`src/rtl/wt_pkg.sv`:
```
package wt_pkg;

  typedef enum logic [1:0] {
    ACT_NONE = 2'd0,
    ACT_SET  = 2'd1,
    ACT_CLR  = 2'd2,
    ACT_RSV  = 2'd3
  } act_e;

  // bit layout is decoded by software
  typedef struct packed {
    act_e       b_sw;
    act_e       b_per;
    act_e       b_cmp;
    act_e       a_sw;
    act_e       a_per;
    act_e       a_cmp;
    logic [2:0] sel;
  } mode_t;

  localparam int MODE_W   = $bits(mode_t);
  localparam int NUM_DIV  = 4;
  localparam int DIV_STEP = 2;             // each divider is 4x the previous
  localparam int PRE_W    = 1 + DIV_STEP * (NUM_DIV - 1);
  localparam logic [2:0] SEL_SLOW = 3'd4;

  localparam logic [2:0] ADR_MODE = 3'd0;
  localparam logic [2:0] ADR_DA   = 3'd1;
  localparam logic [2:0] ADR_DB   = 3'd2;
  localparam logic [2:0] ADR_PER  = 3'd3;
  localparam logic [2:0] ADR_CMD  = 3'd4;
  localparam logic [2:0] ADR_CNT  = 3'd5;

  localparam int CMD_RUN  = 0;
  localparam int CMD_STOP = 1;
  localparam int CMD_TRIG = 2;

  // level after applying an action; reserved code leaves it alone
  function automatic logic apply_act(logic cur, act_e act);
    case (act)
      ACT_SET: return 1'b1;
      ACT_CLR: return 1'b0;
      default: return cur;
    endcase
  endfunction

  // low-bit mask of the free-running prescaler for selector code 0..3
  function automatic logic [PRE_W-1:0] div_mask(logic [2:0] sel);
    logic [PRE_W-1:0] m;
    m = '0;
    for (int i = 0; i < PRE_W; i++)
      if (i <= DIV_STEP * int'(sel[1:0])) m[i] = 1'b1;
    return m;
  endfunction

endpackage

```
`src/rtl/wt_prescaler.sv`:
```
module wt_prescaler
  import wt_pkg::*;
(
  input  logic       clk,
  input  logic       rst_n,
  input  logic [2:0] sel,
  input  logic       slow_tick,
  output logic       tick
);

  logic [PRE_W-1:0] pre_q;
  logic [PRE_W-1:0] mask;
  logic             div_tick;

  always_ff @(posedge clk) begin
    if (!rst_n) pre_q <= '0;
    else        pre_q <= pre_q + 1'b1;
  end

  assign mask     = div_mask(sel);
  assign div_tick = &(pre_q | ~mask);

  always_comb begin
    if (sel < SEL_SLOW)       tick = div_tick;
    else if (sel == SEL_SLOW) tick = slow_tick;
    else                      tick = 1'b0;
  end

  // fastest divider never ticks two cycles in a row
  a_r2_div2_gap: assert property (@(posedge clk) disable iff (!rst_n)
    (tick && sel == 3'd0) |=> !(tick && sel == 3'd0));

  // reserved selector codes never tick
  a_r2_reserved_quiet: assert property (@(posedge clk) disable iff (!rst_n)
    (sel > SEL_SLOW) |-> !tick);

endmodule

```
`src/rtl/wt_counter.sv`:
```
module wt_counter #(
  parameter int CW = 16
) (
  input  logic          clk,
  input  logic          rst_n,
  input  logic          tick,
  input  logic          run,
  input  logic          restart,
  input  logic [CW-1:0] period,
  output logic [CW-1:0] cnt,
  output logic          step,
  output logic          wrap
);

  assign step = tick && run;
  assign wrap = step && (cnt == period);

  always_ff @(posedge clk) begin
    if (!rst_n)       cnt <= '0;
    else if (restart) cnt <= '0;
    else if (wrap)    cnt <= '0;
    else if (step)    cnt <= cnt + 1'b1;
  end

  // a trigger leaves the counter at zero
  a_r8_trig_zero: assert property (@(posedge clk) disable iff (!rst_n)
    restart |=> (cnt == '0));

  // a period match returns the counter to zero
  a_r3_wrap_zero: assert property (@(posedge clk) disable iff (!rst_n)
    (wrap && !restart) |=> (cnt == '0));

  // an ordinary tick moves the counter up by one
  a_r3_step_up: assert property (@(posedge clk) disable iff (!rst_n)
    (step && !wrap && !restart) |=> (cnt == $past(cnt) + 1'b1));

  // stopped counter holds
  a_r9_cnt_hold: assert property (@(posedge clk) disable iff (!rst_n)
    (!run && !restart) |=> $stable(cnt));

endmodule

```
`src/rtl/wt_out_action.sv`:
```
module wt_out_action
  import wt_pkg::*;
(
  input  logic clk,
  input  logic rst_n,
  input  logic cmp_hit,
  input  logic per_hit,
  input  logic trig,
  input  act_e act_cmp,
  input  act_e act_per,
  input  act_e act_sw,
  output logic level
);

  logic level_d;

  // trigger first, then the period match, then the own duty match
  always_comb begin
    if (trig)         level_d = apply_act(level, act_sw);
    else if (per_hit) level_d = apply_act(level, act_per);
    else if (cmp_hit) level_d = apply_act(level, act_cmp);
    else              level_d = level;
  end

  always_ff @(posedge clk) begin
    if (!rst_n) level <= 1'b0;
    else        level <= level_d;
  end

  // on a joint match a set period action wins over the duty action
  a_r7_period_wins: assert property (@(posedge clk) disable iff (!rst_n)
    (per_hit && cmp_hit && !trig && act_per == ACT_SET) |=> level);

  // no event, no change
  a_r9_level_hold: assert property (@(posedge clk) disable iff (!rst_n)
    (!cmp_hit && !per_hit && !trig) |=> $stable(level));

  // a clearing trigger action drives the output low
  a_r8_trig_clear: assert property (@(posedge clk) disable iff (!rst_n)
    (trig && act_sw == ACT_CLR) |=> !level);

  // the reserved code never moves the output on a duty-only match
  a_r4_reserved_none: assert property (@(posedge clk) disable iff (!rst_n)
    (cmp_hit && !per_hit && !trig && act_cmp == ACT_RSV) |=> $stable(level));

endmodule

```
`src/rtl/wave_timer_chan.sv`:
```
module wave_timer_chan
  import wt_pkg::*;
#(
  parameter int CW = 16
) (
  input  logic          clk,
  input  logic          rst_n,
  input  logic          slow_tick,
  input  logic          reg_we,
  input  logic [2:0]    reg_addr,
  input  logic [CW-1:0] reg_wdata,
  output logic [CW-1:0] reg_rdata,
  output logic          wave_a,
  output logic          wave_b
);

  localparam int NOUT = 2;

  generate
    if (!(CW == 16 || CW == 32)) begin : g_bad_width
      $error("wave_timer_chan: CW must be 16 or 32");
    end
  endgenerate

  mode_t         mode_q;
  logic [CW-1:0] duty_q [NOUT];
  logic [CW-1:0] per_q;
  logic          run_q;

  logic          cmd_we;
  logic          trig;
  logic          tick;
  logic          step;
  logic          wrap;
  logic [CW-1:0] cnt;

  assign cmd_we = reg_we && (reg_addr == ADR_CMD);
  assign trig   = cmd_we && reg_wdata[CMD_TRIG];

  always_ff @(posedge clk) begin
    if (!rst_n) begin
      mode_q <= '0;
      per_q  <= '0;
      run_q  <= 1'b0;
      for (int i = 0; i < NOUT; i++) duty_q[i] <= '0;
    end else begin
      if (reg_we) begin
        case (reg_addr)
          ADR_MODE: mode_q    <= mode_t'(reg_wdata[MODE_W-1:0]);
          ADR_DA:   duty_q[0] <= reg_wdata;
          ADR_DB:   duty_q[1] <= reg_wdata;
          ADR_PER:  per_q     <= reg_wdata;
          default: ;
        endcase
      end
      if (cmd_we) begin
        if (reg_wdata[CMD_STOP])     run_q <= 1'b0;
        else if (reg_wdata[CMD_RUN]) run_q <= 1'b1;
      end
    end
  end

  always_comb begin
    case (reg_addr)
      ADR_MODE: reg_rdata = CW'(mode_q);
      ADR_DA:   reg_rdata = duty_q[0];
      ADR_DB:   reg_rdata = duty_q[1];
      ADR_PER:  reg_rdata = per_q;
      ADR_CNT:  reg_rdata = cnt;
      default:  reg_rdata = '0;
    endcase
  end

  wt_prescaler u_pre (
    .clk       (clk),
    .rst_n     (rst_n),
    .sel       (mode_q.sel),
    .slow_tick (slow_tick),
    .tick      (tick)
  );

  wt_counter #(.CW(CW)) u_cnt (
    .clk     (clk),
    .rst_n   (rst_n),
    .tick    (tick),
    .run     (run_q),
    .restart (trig),
    .period  (per_q),
    .cnt     (cnt),
    .step    (step),
    .wrap    (wrap)
  );

  act_e act_cmp [NOUT];
  act_e act_per [NOUT];
  act_e act_sw  [NOUT];
  logic cmp_hit [NOUT];
  logic level   [NOUT];

  assign act_cmp[0] = mode_q.a_cmp;
  assign act_per[0] = mode_q.a_per;
  assign act_sw[0]  = mode_q.a_sw;
  assign act_cmp[1] = mode_q.b_cmp;
  assign act_per[1] = mode_q.b_per;
  assign act_sw[1]  = mode_q.b_sw;

  generate
    for (genvar g = 0; g < NOUT; g++) begin : g_out
      assign cmp_hit[g] = step && (cnt == duty_q[g]);
      wt_out_action u_act (
        .clk     (clk),
        .rst_n   (rst_n),
        .cmp_hit (cmp_hit[g]),
        .per_hit (wrap),
        .trig    (trig),
        .act_cmp (act_cmp[g]),
        .act_per (act_per[g]),
        .act_sw  (act_sw[g]),
        .level   (level[g])
      );
    end
  endgenerate

  assign wave_a = level[0];
  assign wave_b = level[1];

  // the run flag moves only through a command write
  a_r8_run_by_cmd: assert property (@(posedge clk) disable iff (!rst_n)
    !cmd_we |=> $stable(run_q));

  // stop wins over start in the same write
  a_r8_stop_wins: assert property (@(posedge clk) disable iff (!rst_n)
    (cmd_we && reg_wdata[CMD_STOP]) |=> !run_q);

  // the command and spare addresses read zero
  a_r11_spare_zero: assert property (@(posedge clk) disable iff (!rst_n)
    (reg_addr == ADR_CMD || reg_addr > ADR_CNT) |-> (reg_rdata == '0));

endmodule

```
`config.mk`:
```
export PLATFORM = sky130hd
export DESIGN_NAME = wave_timer_chan
export DESIGN_NICKNAME = d
export VERILOG_FILES = /design/src/rtl/wt_pkg.sv /design/src/rtl/wt_prescaler.sv /design/src/rtl/wt_counter.sv /design/src/rtl/wt_out_action.sv /design/src/rtl/wave_timer_chan.sv
export SDC_FILE = /design/constraint.sdc
export NUM_CORES = 1
export LEC_CHECK = 0
export BUFFER_PORTS_ARGS = -buffer_cell sky130_fd_sc_hd__buf_2
export CORE_AREA = 10 10 95 181
export DETAILED_ROUTE_END_ITERATION = 8
export DIE_AREA = 0 0 105 191
export GPL_TIMING_DRIVEN = 0
export SETUP_SLACK_MARGIN = 0.3
export SYNTH_ARGS = -nofsm -noshare
export SYNTH_HDL_FRONTEND = slang
export SYNTH_SLANG_ARGS = --single-unit
```
`constraint.sdc`:
```
create_clock -name clk -period 2.2 [get_ports clk]
set_input_delay 0.11 -clock clk [delete_from_list [all_inputs] [get_ports clk]]
set_output_delay 0.11 -clock clk [all_outputs]
set_load 0.02 [all_outputs]
```
==> impl_metrics.yaml <==
cts:
  cts.clk_slew.worst_paths_ns: 0.07
  clk_latency_ns: 0.35
  max-clock-path-buffers: 2
  numCtsBuffers: 9
  cts_sinks: 89
  cts_max_level: 3
  cts-root-buf: "clkbuf_16"
  cts_hold_buf: 0
  cts_tree: "done"
place:
  gpl.final_weighted_congestion: 0.908
  dp_hpwl_microns: 12400
  port_buffers: 38
  dp_cells: 772
run_status:
  status: "finished clean"
flow_run:
  max-cap-violations: 0
sta:
  setup_violations: 0
  rsz0062_at_grt: "true"
  worst_pin_slew_ns: 0.927
  tns_ns: 0
  min_period_over_period_pct: 89.6
  fin_crit_ns: 1.97
  skew_ns: 0.00848
  fmax_mhz: 508
  timing.final.hold_violations: 0
  drv_slew: 0
  slew_headroom_pct: 38.2
detailed_routing:
  ant_nets: 0
  first_iter_violations: 209
  dr.pass1.iters: 4
  via_per_inst: 5.20
  vias: 4161
  routedWlPerCell_microns: 19.6
  totalWireLength_microns: 15700
  drc: 0
worst_hold_path:
  min_path_cells: 3
  hold_class: "in2reg"
worst_setup_path:
  cp_data_arrival_time_ns: 2.25
  ff2ff_path_depth: 7
  critPathCaptureType: "flip-flop"
  path_class: "reg2reg"
  startpoint_type: "flip-flop"
  critPathMaxFanout: 4
  worstPathRequired_ns: 2.48
global_route:
  grt_use_met2_pct: 30.0
  grt_max_degree: 18
  grt_busiest_layer: "met2"
  grt_usage_pct: 15.2
  grt_first_pass_wirelength_microns: 23300
  antenna_found_initial: 0
  grt_pass1_vias: 4357
  grt_overflow_total: 0
  grtUsageMet1_pct: 12.7
  met3_usage_pct: 2.66
layout:
  diodes: 0
  final_cells: 800
  drive_gt1_share_pct: 21.1
  syn2layout_area_growth_pct: 22.8
  fin_nets: 633
  most-common-layout-cells: "nand2_1, dfxtp_1, buf_2"
  final_common_cell: "nand2_1"
  fillers: 1439
  fin_util_pct: 42.0
power:
  powerDensity_mw_per_mm2: 625
  leakage_nw: 2.36
  ir_drop_mv: 0.411
synth:
  synth_area_sq_mm: 0.00489
  seq_area_frac_synth_pct: 43.0
  avgSynthCellArea_sq_um: 9.03
  ys_ff_latch: 89
  postSynthNetCount: 571
  synth_async_sr_flop_share_pct: 0
  synthCells: 541
  synth_flop_cell: "dfxtp_1"
  yosys_warnings: 0
  synth.distinct_cells: 44
  synth_edf_count: 32
die:
  initial_core_util_pct: 34.2
  die_x_microns: 105
  design.core.area_sq_mm: 0.0143
  die_h_microns: 191
  row_count: 62
  dieArea_sq_mm: 0.0201
  io-pin-count: 41
final cells by class:
class                   instances  area [sq um]  area share (%)
flip-flops and latches         89          2110            35.2
clock inverters                 7          57.6           0.959
multi-input cells             404          2770            46.2
well taps                     192           240            4.00
plain buffers                  40           262            4.36
clock buffers                   9           225            3.75
inverters                       8          30.0           0.500
repair buffers                 51           303            5.05
worst max-delay path: stages, from the launching register on:
cell and delay (ns):
dfxtp_2 0.32, buf_8 0.12, xor2_4 0.18, nor4_4 0.39, nand4_4 0.20, o21a_4 0.29, a211o_1 0.27, mux2i_1 0.13
through the flow:
| stage | hold slack, ns | setup WS (ns) | total power, W | instance area [sq um] |
|---|---|---|---|---|
| 3_5_place_dp | 0.379 | -0.198 | 0.00223 | 5350 |
| 2_1_floorplan | 0.245 | 0.447 | 0.00207 | 4890 |
| 6_report | 0.0209 | 0.230 | 0.00375 | 6000 |
| 5_1_grt | 0.0257 | 0.215 | 0.00385 | 6000 |
| 4_1_cts | 0.0104 | 0.189 | 0.00375 | 5790 |
| 3_3_place_gp | 0.375 | -0.209 | 0.00222 | 5320 |
flip-flops by register name, indices dropped and copies added (netlist names):
signal	cells
act_cmp	4
act_per	4
act_sw	4
duty_q	32
g_out.u_act.level	2
mode_q	3
per_q	16
run_q	1
u_cnt.cnt	16
u_pre.pre_q	7
worst paths after layout:
| check | start | end | slack (ns) |
|---|---|---|---|
| min reg2reg | g_out[0].u_act.level | g_out[0].u_act.level | 0.47 |
| min | reg_wdata[3] | act_cmp[2] | 0.02 |
| max reg2reg | u_cnt.cnt[15] | g_out[0].u_act.level | 0.23 |
| max | u_cnt.cnt[15] | g_out[0].u_act.level | 0.23 |
power by group:
part	internal [W]	switching [W]
Combinational	0.000157	0.000258
Sequential	0.00177	0.0000567
Clock	0.000790	0.000721
synthesized netlist by cell type (2+ instances only):
master    number  area (sq um)
clkbuf_1      19          71.3
nor2_1        21          78.8
ha_1           7          87.6
nor2b_1        2          12.5
a21oi_1        4          20.0
a21boi_0      24           180
nand4_1       10          62.6
mux2i_1       31           310
nor4_2         4          50.1
nand3_1       13          65.1
inv_1          8          30.0
xor2_1        41           359
buf_1          5          18.8
nor4_1         7          43.8
buf_4          2          15.0
nor3_1         9          45.0
dfxtp_1       57          1140
or3_1          4          25.0
buf_2         11          55.1
buf_6          3          33.8
o21ai_0       35           175
and3_1         4          25.0
and2_1        21           131
edfxtp_1      32           961
a21boi_1      10          75.1
nand2_1      112           420
nand2b_1       2          12.5
xnor2_1       27           236
repair_timing:
action / 4_1_cts / 5_1_grt
setup endpoints to repair: 28 / 21
setup buffers: 3 / 8
hold endpoints to repair: 0 / 0
gates cloned: 1 / 0
gates resized for setup: 32 / 38
pin swaps: 9 / 5
layer usage:
layer  wire (microns)  share of wire [%]
met5                0                  0
met4             1150                7.3
met3              499                3.2
met2             8840                 56
met1             5190                 33
cell families (layout without fill, tap and decap cells):
logic type	count (synthesis)	count (layout)	share of synthesized area, %
and+or+nand+nor	214	214	21.0
DFF	89	89	43.0
AOI/OAI and AO/OA	83	83	10.9
xor gates and xnor gates	68	68	12.2
buffers and inverters	48	115	4.58
muxes	32	32	6.58
adders and majority gates	7	7	1.79
Note: power is estimated with default switching activity, not from simulation.
